<file path="src/rtl/adc_sif_pkg.sv">
package adc_sif_pkg;
  localparam int SYNC_STAGES = 2;
  localparam int CTRL_W      = 3;  // {sclk, sel, cnv}
  localparam logic [CTRL_W-1:0] CTRL_RST = 3'b010;
endpackage

</file>
<file path="src/rtl/adc_sif_sync.sv">
module adc_sif_sync #(
  parameter int W = 3,
  parameter logic [W-1:0] RST_VAL = '0
) (
  input  logic         clk_i,
  input  logic         rst_ni,
  input  logic [W-1:0] d_i,
  output logic [W-1:0] q_o,
  output logic [W-1:0] q_d_o
);
  for (genvar g = 0; g < W; g++) begin : g_bit
    logic [adc_sif_pkg::SYNC_STAGES:0] pipe;
    always_ff @(posedge clk_i or negedge rst_ni) begin
      if (!rst_ni) pipe <= {(adc_sif_pkg::SYNC_STAGES+1){RST_VAL[g]}};
      else         pipe <= {pipe[adc_sif_pkg::SYNC_STAGES-1:0], d_i[g]};
    end
    assign q_o[g]   = pipe[adc_sif_pkg::SYNC_STAGES-1];
    assign q_d_o[g] = pipe[adc_sif_pkg::SYNC_STAGES];
  end
endmodule

</file>
<file path="src/rtl/adc_sif_ctrl.sv">
module adc_sif_ctrl #(
  parameter int CONV_CYCLES = 24
) (
  input  logic clk_i,
  input  logic rst_ni,
  input  logic cnv_s_i,
  input  logic sel_s_i,
  input  logic cnv_rise_i,
  output logic start_o,
  output logic done_o,
  output logic conv_o,
  output logic mode_o,
  output logic err_o
);
  localparam int CNT_W = $clog2(CONV_CYCLES + 1);
  localparam logic [CNT_W-1:0] CNT_LAST = CNT_W'(CONV_CYCLES - 1);

  logic [CNT_W-1:0] cnt_q;
  logic             conv_q, mode_q, err_q;

  assign start_o = cnv_rise_i && !conv_q && sel_s_i;
  assign done_o  = conv_q && (cnt_q == '0);

  always_ff @(posedge clk_i or negedge rst_ni) begin
    if (!rst_ni) begin
      cnt_q  <= '0;
      conv_q <= 1'b0;
      mode_q <= 1'b0;
      err_q  <= 1'b0;
    end else begin
      err_q <= !cnv_s_i && !sel_s_i;
      if (conv_q) begin
        if (cnt_q == '0) conv_q <= 1'b0;
        else             cnt_q  <= cnt_q - 1'b1;
      end else if (cnv_rise_i) begin
        mode_q <= sel_s_i;
        if (sel_s_i) begin
          conv_q <= 1'b1;
          cnt_q  <= CNT_LAST;
        end
      end
    end
  end

  assign conv_o = conv_q;
  assign mode_o = mode_q;
  assign err_o  = err_q;
endmodule

</file>
<file path="src/rtl/adc_sif_shift.sv">
module adc_sif_shift #(
  parameter int DATA_W = 16
) (
  input  logic              clk_i,
  input  logic              rst_ni,
  input  logic              start_i,
  input  logic              load_i,
  input  logic [DATA_W-1:0] data_i,
  input  logic              conv_i,
  input  logic              sel_fall_i,
  input  logic              sel_rise_i,
  input  logic              sclk_fall_i,
  output logic              sdo_o,
  output logic              oe_o
);
  localparam int BIT_W = $clog2(DATA_W);
  localparam logic [BIT_W-1:0] BIT_LAST = BIT_W'(DATA_W - 1);

  logic [DATA_W-1:0] sreg_q;
  logic [BIT_W-1:0]  bcnt_q;
  logic              oe_q, valid_q;

  always_ff @(posedge clk_i or negedge rst_ni) begin
    if (!rst_ni) begin
      sreg_q  <= '0;
      bcnt_q  <= '0;
      oe_q    <= 1'b0;
      valid_q <= 1'b0;
    end else if (start_i) begin
      oe_q    <= 1'b0;
      valid_q <= 1'b0;
    end else if (load_i) begin
      sreg_q  <= data_i;
      valid_q <= 1'b1;
    end else if (sel_rise_i) begin
      oe_q <= 1'b0;
    end else if (oe_q && sclk_fall_i) begin
      if (bcnt_q == BIT_LAST) begin
        oe_q <= 1'b0;
      end else begin
        sreg_q <= {sreg_q[DATA_W-2:0], 1'b0};
        bcnt_q <= bcnt_q + 1'b1;
      end
    end else if (sel_fall_i && valid_q && !conv_i) begin
      // one readout per conversion
      oe_q    <= 1'b1;
      bcnt_q  <= '0;
      valid_q <= 1'b0;
    end
  end

  assign sdo_o = sreg_q[DATA_W-1];
  assign oe_o  = oe_q;
endmodule

</file>
<file path="src/rtl/adc_serial_if.sv">
module adc_serial_if #(
  parameter int DATA_W      = 16,
  parameter int CONV_CYCLES = 24
) (
  input  logic              clk_i,
  input  logic              rst_ni,
  input  logic              cnv_i,
  input  logic              sel_i,
  input  logic              sclk_i,
  input  logic [DATA_W-1:0] result_i,
  output logic              sdo_o,
  output logic              sdo_oe_o,
  output logic              cs_mode_o,
  output logic              conv_o,
  output logic              err_o
);
  import adc_sif_pkg::*;

  logic [CTRL_W-1:0] ctl_s, ctl_d;
  logic cnv_s, sel_s, sclk_s, cnv_d, sel_d, sclk_d;
  logic cnv_rise, sel_rise, sel_fall, sclk_fall;
  logic start, done;

  adc_sif_sync #(.W(CTRL_W), .RST_VAL(CTRL_RST)) u_sync (
    .clk_i (clk_i),
    .rst_ni(rst_ni),
    .d_i   ({sclk_i, sel_i, cnv_i}),
    .q_o   (ctl_s),
    .q_d_o (ctl_d)
  );

  assign {sclk_s, sel_s, cnv_s} = ctl_s;
  assign {sclk_d, sel_d, cnv_d} = ctl_d;
  assign cnv_rise  = cnv_s && !cnv_d;
  assign sel_rise  = sel_s && !sel_d;
  assign sel_fall  = !sel_s && sel_d;
  assign sclk_fall = !sclk_s && sclk_d;

  adc_sif_ctrl #(.CONV_CYCLES(CONV_CYCLES)) u_ctrl (
    .clk_i     (clk_i),
    .rst_ni    (rst_ni),
    .cnv_s_i   (cnv_s),
    .sel_s_i   (sel_s),
    .cnv_rise_i(cnv_rise),
    .start_o   (start),
    .done_o    (done),
    .conv_o    (conv_o),
    .mode_o    (cs_mode_o),
    .err_o     (err_o)
  );

  adc_sif_shift #(.DATA_W(DATA_W)) u_shift (
    .clk_i      (clk_i),
    .rst_ni     (rst_ni),
    .start_i    (start),
    .load_i     (done),
    .data_i     (result_i),
    .conv_i     (conv_o),
    .sel_fall_i (sel_fall),
    .sel_rise_i (sel_rise),
    .sclk_fall_i(sclk_fall),
    .sdo_o      (sdo_o),
    .oe_o       (sdo_oe_o)
  );
endmodule

</file>
<file path="config.mk">
export PLATFORM = sky130hd
export DESIGN_NAME = adc_serial_if
export DESIGN_NICKNAME = d
export VERILOG_FILES = /design/src/rtl/adc_sif_pkg.sv /design/src/rtl/adc_sif_sync.sv /design/src/rtl/adc_sif_ctrl.sv /design/src/rtl/adc_sif_shift.sv /design/src/rtl/adc_serial_if.sv
export SDC_FILE = /design/constraint.sdc
export NUM_CORES = 1
export LEC_CHECK = 0
export ABC_AREA = 0
export CAP_MARGIN = 20
export CORE_MARGIN = 2
export CORE_UTILIZATION = 56
export CTS_BUF_LIST = sky130_fd_sc_hd__clkbuf_16
export DETAILED_ROUTE_END_ITERATION = 6
export PLACE_DENSITY = 0.79
export SLEW_MARGIN = 40
export SYNTH_ARGS = -nofsm -noshare
export SYNTH_HDL_FRONTEND = slang
export SYNTH_SLANG_ARGS = --single-unit
</file>
<file path="constraint.sdc">
create_clock -name clk_i -period 3.9 [get_ports clk_i]
set_clock_uncertainty 0.15 [all_clocks]
set_input_delay 0.585 -clock clk_i [delete_from_list [all_inputs] [get_ports clk_i]]
set_output_delay 0.585 -clock clk_i [all_outputs]
set_load 0.03 [all_outputs]
</file>
==> out/metrics.cfg <==
[floorplanning]
die_h_microns = 59.23
core.rowCount = 20
initial_core_util = 0.5735
ios = 26
core-area_sq_mm = 0.002978
dieArea_sq_mm = 0.003508
die_x_microns = 59.23

[route]
drt-total-wl_microns = 3414
avgRoutedWirePerCell_microns = 14.65
ant_nets = 0
avgViaCountPerCell = 5.777
drc = 0
drtIter0Drc = 49
first_pass_iters = 4
vias = 1346

[synth]
async_reset_ff_frac = 1.000
yosysWarnings = 0
synthesis.nets = 195
synth-edff-count = 0
yosysMostFrequentCell = dfrtp_1
postSynthCellCount = 172
synth_common_cells = dfrtp_1, a21oi_1, nand2_1
syn_area_per_cell_sq_um = 9.930
ys.flop_type = dfrtp_1
yosysTopAreaCell = dfrtp_1
synth.area.top_cells = dfrtp_1, a21oi_1, nand2_1
synth.distinct_cells = 33
synth_top_area_frac = 0.5275
ys_seq_area_frac = 0.5736
synthesis.area_sq_mm = 0.001708
ys_seq_elements = 39

[grt]
grt_pass1_vias = 1289
grt_pass1_wl_microns = 5616
antenna_found_initial = 0
grt_usage = 0.2200
overflow = 0
grt_start_max_net_pins = 40

[worst_setup_path]
cp-start-kind = flop
cp_cell_sequence = clkdlybuf4s50_1
worst_setup_path_end_kind = output port
max_stage_delay_ps = 740
worst-setup-path-type = flop to output port
cp_slowest_cell = clkdlybuf4s50_1
crit_required_ps = 3160
path_buf_inv = 1
cp_top_family = buffers and inverters
cp_data_arrival_time_ps = 1550
critPathMaxFanout = 11

[cells_and_area]
areaGrowthSynthToFinish_pct = 23.52
nFillCells = 233
final_core_util = 0.7084
num_antenna_cells = 0
layout-drive-gt1-share = 0.09000
final_nets = 222

[run]
maxCapViolations = 0

[worst_hold_path]
hold_class = input pin to asynchronous set/reset pin

[timing]
post-route-period-util = 0.5855
setup_tns_ps = 0
relSlewSlack = 0.4502
fin_crit_ps = 2283
fmax_mhz = 438.0
setup_ws_ps = 1617
drv_slew = 0
hold_violations = 0
finalSetupViolations = 0
rsz0062_at_grt = no
worst-slew-pin-transition_ps = 818.5

[place]
hpwl_microns = 2267
portBuffers = 25
dp_slack_ps = 1698
place.gp.congestion = 0.8744

[cts]
ctsResizeCount = 0
cts_tree = built
ctsHoldBuffers = 0
numCtsBuffers = 5
clock_latency_ps = 280
path_clk_slew_ps = 60
cts_setup_buffers = 0
cts.sinks = 39
htree_levels = 2
cts_buffer_depth = 2
cts-root-buf = clkbuf_16

[pwr]
powerDensity_mw_per_mm2 = 678.8
vdd_drop_max_mv = 0.5949
p_leak_nw = 0.9194

[run_status]
status = finished, final reports clean

per-stage QoR:
| step | cell area [sq um] | total power (W) | hold WS (ps) | cells |
|---|---|---|---|---|
| finish | 2110 | 0.001432 | 112.5 | 233 |
| global placement | 1962 | 0.001016 | 183.8 | 225 |
| global route | 2110 | 0.001528 | 148.8 | 233 |
| floorplan | 1708 | 0.0009138 | 139.4 | 172 |
| detailed placement | 1962 | 0.001043 | 187.3 | 225 |
| CTS | 2107 | 0.001440 | 200.1 | 233 |
logic make-up (layout without fill, tap and decap cells):
family / after synthesis / count (layout) / share of synthesized area
flip-flops: 39 / 39 / 0.5736
multiplexers: 1 / 1 / 0.006593
AND/OR/NAND/NOR: 73 / 73 / 0.2256
XOR/XNOR: 2 / 2 / 0.01026
buffers and inverters: 10 / 38 / 0.03004
AO/OA/AOI/OAI: 45 / 45 / 0.1392
adder cells (fa/ha/maj): 2 / 2 / 0.01465
state kept, by name, summed over array words and instances (netlist names):
register           flops
u_ctrl.cnt_q           5
u_ctrl.conv_o          1
u_ctrl.err_o           1
u_ctrl.mode_o          1
u_shift.bcnt_q         4
u_shift.oe_o           1
u_shift.sreg_q        16
u_shift.valid_q        1
u_sync.g_bit.pipe      9
layout make-up:
| type | count | area [sq um] | area share |
|---|---|---|---|
| Clock inverter | 3 | 20.02 | 0.009490 |
| Sequential cell | 39 | 979.7 | 0.4644 |
| Tap cell | 33 | 41.29 | 0.01957 |
| Multi-Input combinational cell | 123 | 676.9 | 0.3209 |
| Inverter | 5 | 18.77 | 0.008897 |
| Clock buffer | 5 | 125.1 | 0.05931 |
| Timing Repair Buffer | 25 | 247.7 | 0.1174 |
power by group:
group	internal (W)	switching, W
Clock	0.000235	0.000156
Combinational	0.000176	0.000210
Sequential	0.000551	0.000104
Total	0.000962	0.000470
worst paths after layout:
kind / start / to / slack [ps] / cells past startpoint
worst max-delay path: u_ctrl.conv_o / conv_o / 1620 / 1
worst min-delay path: rst_ni / u_ctrl.cnt_q[3] / 110 / 1
worst max register to register: u_ctrl.conv_o / u_shift.bcnt_q[3] / 1620 / 4
worst min register to register: u_sync.g_bit[2].pipe[0] / u_sync.g_bit[2].pipe[1] / 200 / 0
max in group asynchronous: rst_ni / u_sync.g_bit[1].pipe[1] / 3130 / 1
min in group clk_i: u_sync.g_bit[2].pipe[0] / u_sync.g_bit[2].pipe[1] / 200 / 0
per-layer routing:
metal  up-vias  GRT usage  wire length [microns]
met1       665     0.2714                   1517
met3         4    0.07205                    138
met5         -          0                      0
li1        648          -                      -
met2        29     0.3516                   1711
met4         0    0.09740                     46
cell usage in the layout, fill, tap and decap left out, types with 3 or more instances in the layout:
| master | count |
|---|---|
| o21ai_0 | 6 |
| clkbuf_16 | 5 |
| nand3_1 | 4 |
| nand4_1 | 3 |
| a21oi_1 | 33 |
| nor2_1 | 20 |
| clkdlybuf4s50_1 | 24 |
| nand2_1 | 26 |
| nand2b_1 | 3 |
| inv_1 | 5 |
| dfrtp_1 | 36 |
| dfstp_2 | 3 |
Power figures use the tool's default switching activity.
